===== config.mk =====
export PLATFORM = sky130hd
export DESIGN_NAME = sector_lock_seq
export DESIGN_NICKNAME = d
export VERILOG_FILES = /design/src/rtl/sls_pkg.sv /design/src/rtl/sls_align_chk.sv /design/src/rtl/sls_addr_walk.sv /design/src/rtl/sls_frame_fmt.sv /design/src/rtl/sector_lock_seq.sv
export SDC_FILE = /design/constraint.sdc
export NUM_CORES = 1
export LEC_CHECK = 0
export BUFFER_PORTS_ARGS = -buffer_cell sky130_fd_sc_hd__buf_2
export CORE_ASPECT_RATIO = 1.5
export CORE_MARGIN = 2
export CORE_UTILIZATION = 57
export DETAILED_ROUTE_END_ITERATION = 12
export PLACE_DENSITY_LB_ADDON = 0.25
export SLEW_MARGIN = 25
export SYNTH_ARGS = -nofsm -noshare
export SYNTH_HDL_FRONTEND = slang
export SYNTH_SLANG_ARGS = --single-unit

===== constraint.sdc =====
create_clock -name clk -period 4.3 [get_ports clk]
set_input_delay 0.43 -clock clk [delete_from_list [all_inputs] [get_ports clk]]
set_output_delay 0.43 -clock clk [all_outputs]
set_load 0.02 [all_outputs]

===== src/rtl/sls_pkg.sv =====
package sls_pkg;
  typedef enum logic [2:0] {
    ST_IDLE,
    ST_MODE_REQ,
    ST_MODE_WAIT,
    ST_SECT_REQ,
    ST_SECT_WAIT
  } seq_state_e;

  localparam logic [7:0] OP_SECT_LOCK   = 8'h36;
  localparam logic [7:0] OP_SECT_UNLOCK = 8'h39;
  localparam int         FRAME_BITS     = 40;
endpackage


===== src/rtl/sls_align_chk.sv =====
module sls_align_chk #(
  parameter int ADDR_W       = 24,
  parameter int SECTOR_BYTES = 4096
) (
  input  logic [ADDR_W-1:0] off_i,
  input  logic [ADDR_W:0]   size_i,
  output logic              aligned_o
);
  localparam logic [ADDR_W:0] LOW_MASK = (ADDR_W+1)'(SECTOR_BYTES - 1);

  logic [ADDR_W:0] off_ext;
  assign off_ext   = {1'b0, off_i};
  assign aligned_o = ((off_ext & LOW_MASK) == '0) && ((size_i & LOW_MASK) == '0);
endmodule


===== src/rtl/sls_addr_walk.sv =====
module sls_addr_walk #(
  parameter int ADDR_W       = 24,
  parameter int SECTOR_BYTES = 4096
) (
  input  logic              clk,
  input  logic              rst_n,
  input  logic              clr_i,
  input  logic              step_i,
  input  logic [ADDR_W+1:0] win_lo_i,
  input  logic [ADDR_W+1:0] win_hi_i,
  input  logic [ADDR_W+1:0] limit_i,
  output logic [ADDR_W-1:0] cur_o,
  output logic              in_win_o,
  output logic              last_o
);
  localparam int              CW   = ADDR_W + 2;
  localparam logic [CW-1:0]   STEP = CW'(SECTOR_BYTES);

  logic [CW-1:0] cur_q, cur_d, nxt_addr;
  logic          cur_en;

  assign nxt_addr = cur_q + STEP;
  assign cur_en   = clr_i | step_i;

  always_comb begin
    cur_d = cur_q;
    if (clr_i)       cur_d = '0;
    else if (step_i) cur_d = nxt_addr;
  end

  always_ff @(posedge clk or negedge rst_n) begin
    if (!rst_n)      cur_q <= '0;
    else if (cur_en) cur_q <= cur_d;
  end

  assign cur_o    = cur_q[ADDR_W-1:0];
  assign in_win_o = (cur_q >= win_lo_i) && (cur_q < win_hi_i);
  assign last_o   = (nxt_addr >= limit_i);
endmodule


===== src/rtl/sls_frame_fmt.sv =====
module sls_frame_fmt
  import sls_pkg::*;
#(
  parameter int         ADDR_W      = 24,
  parameter logic [7:0] MODE_OPCODE = 8'h11,
  parameter logic [7:0] MODE_VALUE  = 8'h04
) (
  input  logic                  mode_sel_i,
  input  logic                  lock_i,
  input  logic [ADDR_W-1:0]     addr_i,
  output logic [FRAME_BITS-1:0] bytes_o,
  output logic [2:0]            len_o,
  output logic                  rd_len_o
);
  localparam int ADDR_BYTES = 3;

  logic [8*ADDR_BYTES-1:0] addr24;
  logic [FRAME_BITS-1:0]   sect_frame;
  logic [FRAME_BITS-1:0]   mode_frame;

  assign addr24 = (8*ADDR_BYTES)'(addr_i);

  assign sect_frame[39:32] = lock_i ? OP_SECT_LOCK : OP_SECT_UNLOCK;
  assign sect_frame[7:0]   = 8'h00;

  genvar gi;
  generate
    for (gi = 0; gi < ADDR_BYTES; gi++) begin : g_addr_byte
      assign sect_frame[31-8*gi -: 8] = addr24[8*ADDR_BYTES-1-8*gi -: 8];
    end
  endgenerate

  assign mode_frame = {MODE_OPCODE, MODE_VALUE, 24'h000000};

  always_comb begin
    if (mode_sel_i) begin
      bytes_o  = mode_frame;
      len_o    = 3'd2;
      rd_len_o = 1'b0;
    end else begin
      bytes_o  = sect_frame;
      len_o    = 3'd5;
      rd_len_o = 1'b1;
    end
  end
endmodule


===== src/rtl/sector_lock_seq.sv =====
module sector_lock_seq
  import sls_pkg::*;
#(
  parameter int         ADDR_W       = 24,
  parameter int         SECTOR_BYTES = 4096,
  parameter logic [7:0] MODE_OPCODE  = 8'h11,
  parameter logic [7:0] MODE_VALUE   = 8'h04
) (
  input  logic              clk,
  input  logic              rst_n,
  input  logic              start_i,
  input  logic [ADDR_W-1:0] region_off_i,
  input  logic [ADDR_W:0]   region_size_i,
  input  logic [ADDR_W:0]   flash_size_i,
  output logic              cmd_valid_o,
  input  logic              cmd_ready_i,
  output logic [39:0]       cmd_bytes_o,
  output logic [2:0]        cmd_len_o,
  output logic              cmd_rd_len_o,
  input  logic              rsp_valid_i,
  input  logic              rsp_err_i,
  output logic              busy_o,
  output logic              done_o,
  output logic              err_o
);
  localparam int CW = ADDR_W + 2;

  seq_state_e    state_q, state_d;
  logic [CW-1:0] win_lo_q, win_hi_q, limit_q;
  logic          latch_en;
  logic          done_q, done_d, err_q, err_d;
  logic          walk_clr, walk_step;
  logic          aligned, in_win, last_sect;
  logic [ADDR_W-1:0] cur_addr;

  sls_align_chk #(.ADDR_W(ADDR_W), .SECTOR_BYTES(SECTOR_BYTES)) u_align (
    .off_i    (region_off_i),
    .size_i   (region_size_i),
    .aligned_o(aligned)
  );

  sls_addr_walk #(.ADDR_W(ADDR_W), .SECTOR_BYTES(SECTOR_BYTES)) u_walk (
    .clk     (clk),
    .rst_n   (rst_n),
    .clr_i   (walk_clr),
    .step_i  (walk_step),
    .win_lo_i(win_lo_q),
    .win_hi_i(win_hi_q),
    .limit_i (limit_q),
    .cur_o   (cur_addr),
    .in_win_o(in_win),
    .last_o  (last_sect)
  );

  sls_frame_fmt #(.ADDR_W(ADDR_W), .MODE_OPCODE(MODE_OPCODE), .MODE_VALUE(MODE_VALUE)) u_fmt (
    .mode_sel_i(state_q == ST_MODE_REQ),
    .lock_i    (in_win),
    .addr_i    (cur_addr),
    .bytes_o   (cmd_bytes_o),
    .len_o     (cmd_len_o),
    .rd_len_o  (cmd_rd_len_o)
  );

  // next-state logic
  always_comb begin
    state_d   = state_q;
    done_d    = 1'b0;
    err_d     = 1'b0;
    latch_en  = 1'b0;
    walk_clr  = 1'b0;
    walk_step = 1'b0;
    case (state_q)
      ST_IDLE: begin
        if (start_i) begin
          if (aligned) begin
            latch_en = 1'b1;
            state_d  = ST_MODE_REQ;
          end else begin
            err_d = 1'b1;
          end
        end
      end
      ST_MODE_REQ: if (cmd_ready_i) state_d = ST_MODE_WAIT;
      ST_MODE_WAIT: begin
        if (rsp_valid_i) begin
          if (rsp_err_i) begin
            err_d   = 1'b1;
            state_d = ST_IDLE;
          end else begin
            walk_clr = 1'b1;
            if (limit_q == '0) begin
              done_d  = 1'b1;
              state_d = ST_IDLE;
            end else begin
              state_d = ST_SECT_REQ;
            end
          end
        end
      end
      ST_SECT_REQ: if (cmd_ready_i) state_d = ST_SECT_WAIT;
      ST_SECT_WAIT: begin
        if (rsp_valid_i) begin
          if (rsp_err_i) begin
            err_d   = 1'b1;
            state_d = ST_IDLE;
          end else if (last_sect) begin
            done_d  = 1'b1;
            state_d = ST_IDLE;
          end else begin
            walk_step = 1'b1;
            state_d   = ST_SECT_REQ;
          end
        end
      end
      default: state_d = ST_IDLE;
    endcase
  end

  // registers
  always_ff @(posedge clk or negedge rst_n) begin
    if (!rst_n) begin
      state_q <= ST_IDLE;
      done_q  <= 1'b0;
      err_q   <= 1'b0;
    end else begin
      state_q <= state_d;
      done_q  <= done_d;
      err_q   <= err_d;
    end
  end

  always_ff @(posedge clk or negedge rst_n) begin
    if (!rst_n) begin
      win_lo_q <= '0;
      win_hi_q <= '0;
      limit_q  <= '0;
    end else if (latch_en) begin
      win_lo_q <= CW'(region_off_i);
      win_hi_q <= CW'(region_off_i) + CW'(region_size_i);
      limit_q  <= CW'(flash_size_i);
    end
  end

  assign cmd_valid_o = (state_q == ST_MODE_REQ) || (state_q == ST_SECT_REQ);
  assign busy_o      = (state_q != ST_IDLE);
  assign done_o      = done_q;
  assign err_o       = err_q;
endmodule


=== Yosys cells after proc, flatten, opt, wreduce, memory -nomap -nowiden ===
Cells that the tools add are included.

* Add/subtract/negate cells: 2
* $lt $le $gt $ge: 3
* Equality and inequality tests: 10
* Mux-type cells: 39
* Bitwise operators: 1
* Reductions and logical operators: 12

{| class="wikitable"
|+ Operators by type and width
! operator !! count
|-
| $mux W26 || 2
|-
| $logic_not A25 Y1 || 2
|-
| $mux W40 || 1
|-
| $add A24 B25 Y26 || 1
|-
| $add A26 B13 Y26 const B || 1
|-
| $ge A26 B24 Y1 || 1
|-
| $ge A26 B25 Y1 || 1
|-
| $logic_not A26 Y1 || 1
|-
| $lt A26 B26 Y1 || 1
|-
| $mux W1 || 21
|-
| $mux W3 || 7
|-
| $pmux W3 S5 || 1
|-
| $ne A2 B2 Y1 const B || 6
|-
| $mux W2 || 4
|-
| $eq A3 B2 Y1 const B || 2
|-
| $reduce_and A6 Y1 || 1
|-
| $mux W4 || 1
|-
| $pmux W1 S2 || 2
|-
| $eq A3 B1 Y1 const B || 1
|-
| $eq A3 B3 Y1 const B || 1
|-
| $logic_not A3 Y1 || 1
|-
| $reduce_bool A3 Y1 || 1
|-
| $logic_and A1 B1 Y1 || 2
|-
| $reduce_and A2 Y1 || 1
|-
| other kinds (4) || 4
|}

* Register bits: 106
* Input bits: 80
* Output and inout port bits: 48
* Logic and storage cells: 74

=== Logic depth before layout (Yosys ltp) ===
* Word-level depth: 8
* Depth in mapped cells: 13
* Mapped depth without buffers: 12

=== Cells and area by module ===
A second synthesis with hierarchy kept.

* Cell total of the unflattened synthesis: 850
* Area, all modules: 6926.6 um2

{| class="wikitable"
|+ By module, submodules not included
! module !! times used !! cells each !! area an instance (um2) !! seq. area each (um2)
|-
| sector_lock_seq || 1 || 521 || 4390.5 || 2001.9
|-
| sls_addr_walk || 1 || 272 || 2155.8 || 350.3
|-
| sls_frame_fmt || 1 || 48 || 322.8 || 0.0
|-
| sls_align_chk || 1 || 9 || 57.6 || 0.0
|}

=== Least setup slack after synthesis ===
Ideal clock, no wire load.

* Path kind: register to register
* Start point: register u_walk.cur_q[14]
* End point: register u_walk.cur_q[20]
* Library setup time: 133 ps
* Data arrival time: 2985 ps
* Data required time: 4167 ps
* Setup slack: 1182 ps
* Stages on the path, launching flop included: 13
* Buffers on the path: 1
* Period minus slack after synthesis: 3118 ps
* Cells stage by stage: dfrtp_1 -> and3_1 -> and4_1 -> nand4_1 -> or2_2 -> xnor2_1 -> ha_1 -> a211o_1 -> a221oi_1 -> o21ai_1 -> clkbuf_1 -> o211ai_1 -> o31ai_1

* Cells in the longest elaborated chain, start to end: 8
* Elaborated cells on any way between the ends: 11
* Classes of those cells: add/sub: 1; order compare: 1; mux: 6; bitwise: 1; reduce/logical: 2

{| class="wikitable"
|+ Ends and longest elaborated chain
! element !! RTL line !! RTL
|-
| from (decl) || sls_addr_walk.sv:19 || <nowiki>logic [CW-1:0] cur_q, cur_d, nxt_addr;</nowiki>
|-
| from (signal assigned) || sls_addr_walk.sv:33 || <nowiki>else if (cur_en) cur_q <= cur_d;</nowiki>
|-
| $add A26 B13 Y26 * || sls_addr_walk.sv:22 || <nowiki>assign nxt_addr = cur_q + STEP;</nowiki>
|-
| $ge A26 B25 Y1 || sls_addr_walk.sv:38 || <nowiki>assign last_o = (nxt_addr >= limit_i);</nowiki>
|-
| $mux W1 || sector_lock_seq.sv:106 || <nowiki>end else if (last_sect) begin</nowiki>
|-
| $mux W1 || sector_lock_seq.sv:103 || <nowiki>if (rsp_err_i) begin</nowiki>
|-
| $mux W1 || sector_lock_seq.sv:102 || <nowiki>if (rsp_valid_i) begin</nowiki>
|-
| $mux W1 || sector_lock_seq.sv:72 || <nowiki>case (state_q)</nowiki>
|-
| $reduce_bool A2 Y1 (no source line) or $or A1 B1 Y1 (tied branches) || -- ||
|-
| $reduce_and A2 Y1 (no source line) || -- ||
|}

Mark *: on every way between the ends. The rest lies on a longest branch, timed or not. The select of a mux whose other input is x is not followed.
A chain may end at the register's enable or synchronous reset.

=== Worst setup path after layout ===
* Start point: register u_walk.cur_q[14]
* End point: register state_q[0]

* Cells in the longest elaborated chain, start to end: 6

{| class="wikitable"
|+ Ends and longest elaborated chain
! element !! RTL line !! RTL
|-
| $add A26 B13 Y26 || sls_addr_walk.sv:22 ||
|-
| $ge A26 B25 Y1 || sls_addr_walk.sv:38 ||
|-
| $mux W2 || sector_lock_seq.sv:106 ||
|-
| $mux W2 || sector_lock_seq.sv:103 ||
|-
| $mux W3 || sector_lock_seq.sv:102 ||
|-
| $pmux W3 S5 || sector_lock_seq.sv:72 ||
|-
| to (signal assigned) || sector_lock_seq.sv:126 || <nowiki>state_q <= state_d;</nowiki>
|-
| to (decl) || sector_lock_seq.sv:28 || <nowiki>seq_state_e state_q, state_d;</nowiki>
|}

No other way between the ends. The select of a mux whose other input is x is not followed.

==> flow_summary_export.csv <==
group,metric,value,unit
floorplan,die_h,136,microns
clock_network,post_cts_buffers,0,
clock_network,cts_tree,"built",
layout,area_growth,12.5,%
layout,stdcell_count,1010,
setup_path,startpoint_type,"flop",
outcome,status,"finished, final reports clean",
drt,wl,15900,microns
clock_network,clk_pin_slew,0.07,ns
synthesis,ys.flop_type,"dfrtp_1",
synthesis,synth_area,6580,sq um
drt,vias,5821,
timing,tightest_slew,0.726,ns
clock_network,worst_skew_pair.late_latency,0.36,ns
placement,io_buffers,104,
synthesis,synth_top_area_cell,"dfrtp_1",
timing,setup_viol,0,
drt,drtIter0Drc,304,
pwr,power.density,271,nW/um^2
placement,hpwlAfterDp,12200,microns
timing,finalClockSkew,0.00571,ns
synthesis,synth_most_common_cell,"nand2_1",
global_route,grt_pass1_vias,5625,
drt,wl_met3,699,microns
synthesis,async_reset_ff_share,100,%
pwr,vdd_drop_max,0.000227,V
timing,finalHoldViolations,0,
hold_path,hold_class,"primary input to async pin",
placement,gp_congestion,0.909,
clock_network,htreeDepth,3,
drt,wl_met2,8210,microns
pwr,p_switching,0.537,mW
timing,fin_setup_tns,0,ns
clock_network,cts_sinks,94,
global_route,antenna_found_initial,0,
clock_network,clock-root-buffer,"clkbuf_16",
global_route,grt.overflow.total,0,
pwr,comb_power_share,13.7,%
drt,highest_layer,"met4",
synthesis,yosysSeqAreaShare,35.7,%
drt,drc,0,
floorplan,start_util,57.7,%
synthesis,avgSynthCellArea,8.56,sq um
timing,max_slew_margin,51.6,%
clock_network,cts_resized,0,
setup_path,rr_worst_depth,11,
timing,period_share,87.2,%
clock_network,numCtsBuffers,9,
timing,rsz0062_at_grt,"false",
layout,nets,1000,
timing,period_needed,3.75,ns
pwr,p_clk_share,42.1,%
layout,diodes,0,
pwr,intPower,1.47,mW
setup_path,crit_required,4.59,ns
layout,layout-drive-gt1-share,15.9,%
pwr,switching_share,26.8,%
layout,fillers,996,
floorplan,die_w,91.7,microns
synthesis,syn_inst,769,
synthesis,ys_warn_count,0,
synthesis,synth.area.top_cells,"dfrtp_1 (36%), ha_1 (12%), nand2_1 (6.4%), o21ai_0 (4.3%), inv_1 (3.4%)",
clock_network,clock_path_buffers,2,
clock_network,cts_hold_buf,0,
setup_path,r2r_slack,0.55,ns
timing,finalMaxSlewViolations,0,
drt,antenna_left,0,
synthesis,synth_edf_count,0,
drt,met1Wirelength,6490,microns
floorplan,die_area,12400,sq um
timing,fmax,267,MHz
setup_path,cp.arrival,4.04,ns
synthesis,ys_ff_latch,94,
floorplan,fp.coreArea,11400,sq um
pwr,p_seq_share,44.2,%
global_route,grt.total_usage,26.3,%
drt,drtPass1Iterations,5,
global_route,grt_pass1_wl,26600,microns
setup_path,crit_path_end_kind,"flop",
synthesis,synth_top_area_share,35.7,%
synthesis,ys_types,65,
global_route,grt_max_degree,73,
drt,routedWlPerCell,15.7,microns
setup_path,path_class,"flop to flop",
job,drv_cap,0,
placement,dp.cells,994,
synthesis,synth.top_cells.by_count,"nand2_1 (113), dfrtp_1 (94), ha_1 (64), inv_1 (60), o21ai_0 (57)",
floorplan,row_count,48,
floorplan,io_pins,128,
drt,viasPerCell,5.76,
pwr,leakagePower,3.91,nW
setup_path,worstPathMaxFanout,8,
==> sequential cells by signal, indices dropped and copies added, names as in the netlist <==
register	count
done_o	1
err_o	1
limit_q	25
state_q	3
u_walk.cur_q	14
win_hi_q	26
win_lo_q	24
==> per-stage QoR <==
step                instance area, sq um  hold WS, ns  total power [mW]  utilization [%]  setup slack, ns
floorplan                           6660        0.134              1.09                -             1.18
global placement                    7090        0.460              1.17             62.1            0.903
detailed placement                  7090        0.468              1.17             62.1            0.693
CTS                                 7400        0.154              2.01             64.9            0.550
global route                        7400        0.189              2.09             64.9            0.273
finish                              7400        0.129              2.00             64.9            0.549
==> cells in the final DEF (no fill, tap or decap), drive strengths merged, types with 3 or more instances in the layout <==
cell type / netlist / final
nand2: 113 / 113
buf: 39 / 109
dfrtp: 94 / 94
ha: 64 / 64
inv: 60 / 63
o21ai: 58 / 58
a21oi: 38 / 38
nor2: 28 / 28
conb: 2 / 23
nand3: 20 / 20
a21o: 18 / 18
o211ai: 17 / 17
nand2b: 16 / 16
nor4: 16 / 16
nor2b: 14 / 14
o31ai: 13 / 13
and2: 12 / 12
xnor2: 11 / 11
xor2: 11 / 11
nand4: 11 / 11
nor3: 11 / 11
clkbuf: 16 / 10
or3: 7 / 7
and3: 6 / 6
and4: 6 / 6
a31oi: 6 / 6
or2: 5 / 5
a211oi: 5 / 5
o21a: 5 / 5
or4: 5 / 5
mux2i: 4 / 4
a211o: 3 / 3
o2111ai: 3 / 3
nor3b: 3 / 3
a2111oi: 3 / 3
==> per-layer routing <==
metal	vias up	GRT usage (%)
li1	2844	-
met1	2757	32.4
met2	180	46.3
met3	40	3.78
met4	0	10.5
met5	-	0
==> kinds of logic after synthesis <==
kind of cell    after synthesis  synth area share (%)
buf+inv                     115                  8.44
mux                           5                 0.779
compound gates              187                  18.0
simple gates                279                  21.5
fa+ha+maj                    65                  12.5
flops                        94                  35.7
xor+xnor                     22                  2.93
other cells                   2                 0.114
==> path summary, 6_finish.rpt <==
check	endpoint	from
min in group clk	limit_q[4]$_DFFE_PN0P_	flash_size_i[4]
worst max register to register	state_q[0]$_DFFE_PN0P_	u_walk.cur_q[14]$_DFFE_PN0P_
worst max-delay path	state_q[0]$_DFFE_PN0P_	u_walk.cur_q[14]$_DFFE_PN0P_
worst min-delay path	limit_q[11]$_DFFE_PN0P_	rst_n
max in group asynchronous	win_hi_q[18]$_DFFE_PN0P_	rst_n
worst min register to register	win_hi_q[10]$_DFFE_PN0P_	win_hi_q[10]$_DFFE_PN0P_
==> cell type report <==
| cell class | instances | area [sq um] | share of cell area [%] |
|---|---|---|---|
| clock inverters | 6 | 76.3 | 1.03 |
| clock buffers | 10 | 239 | 3.23 |
| repair buffers | 109 | 561 | 7.57 |
| flip-flops and latches | 94 | 2350 | 31.8 |
| multi-input cells | 581 | 3760 | 50.8 |
| well taps | 150 | 188 | 2.54 |
| inverters | 60 | 225 | 3.04 |
==> power by group through the flow <==
stage | sequential (mW) | combinational (mW) | clock, mW
3_5_place_dp | 0.903 | 0.271 | 0
3_3_place_gp | 0.903 | 0.263 | 0
2_1_floorplan | 0.904 | 0.185 | 0
6_report | 0.886 | 0.275 | 0.842
5_1_grt | 0.886 | 0.308 | 0.894
4_1_cts | 0.886 | 0.272 | 0.850
==> worst max-delay path: stages (launching register included) <==
cell and delay, ns:
dfrtp_1 0.48, and3_1 0.26, and4_1 0.29, nand4_1 0.20
or2_2 0.38, xnor2_1 0.24, ha_1 0.31, a211o_1 0.30
a221oi_1 0.27, o21ai_0 0.21, a2111oi_0 0.56, or3_1 0.18
Power figures use the tool's default switching activity.
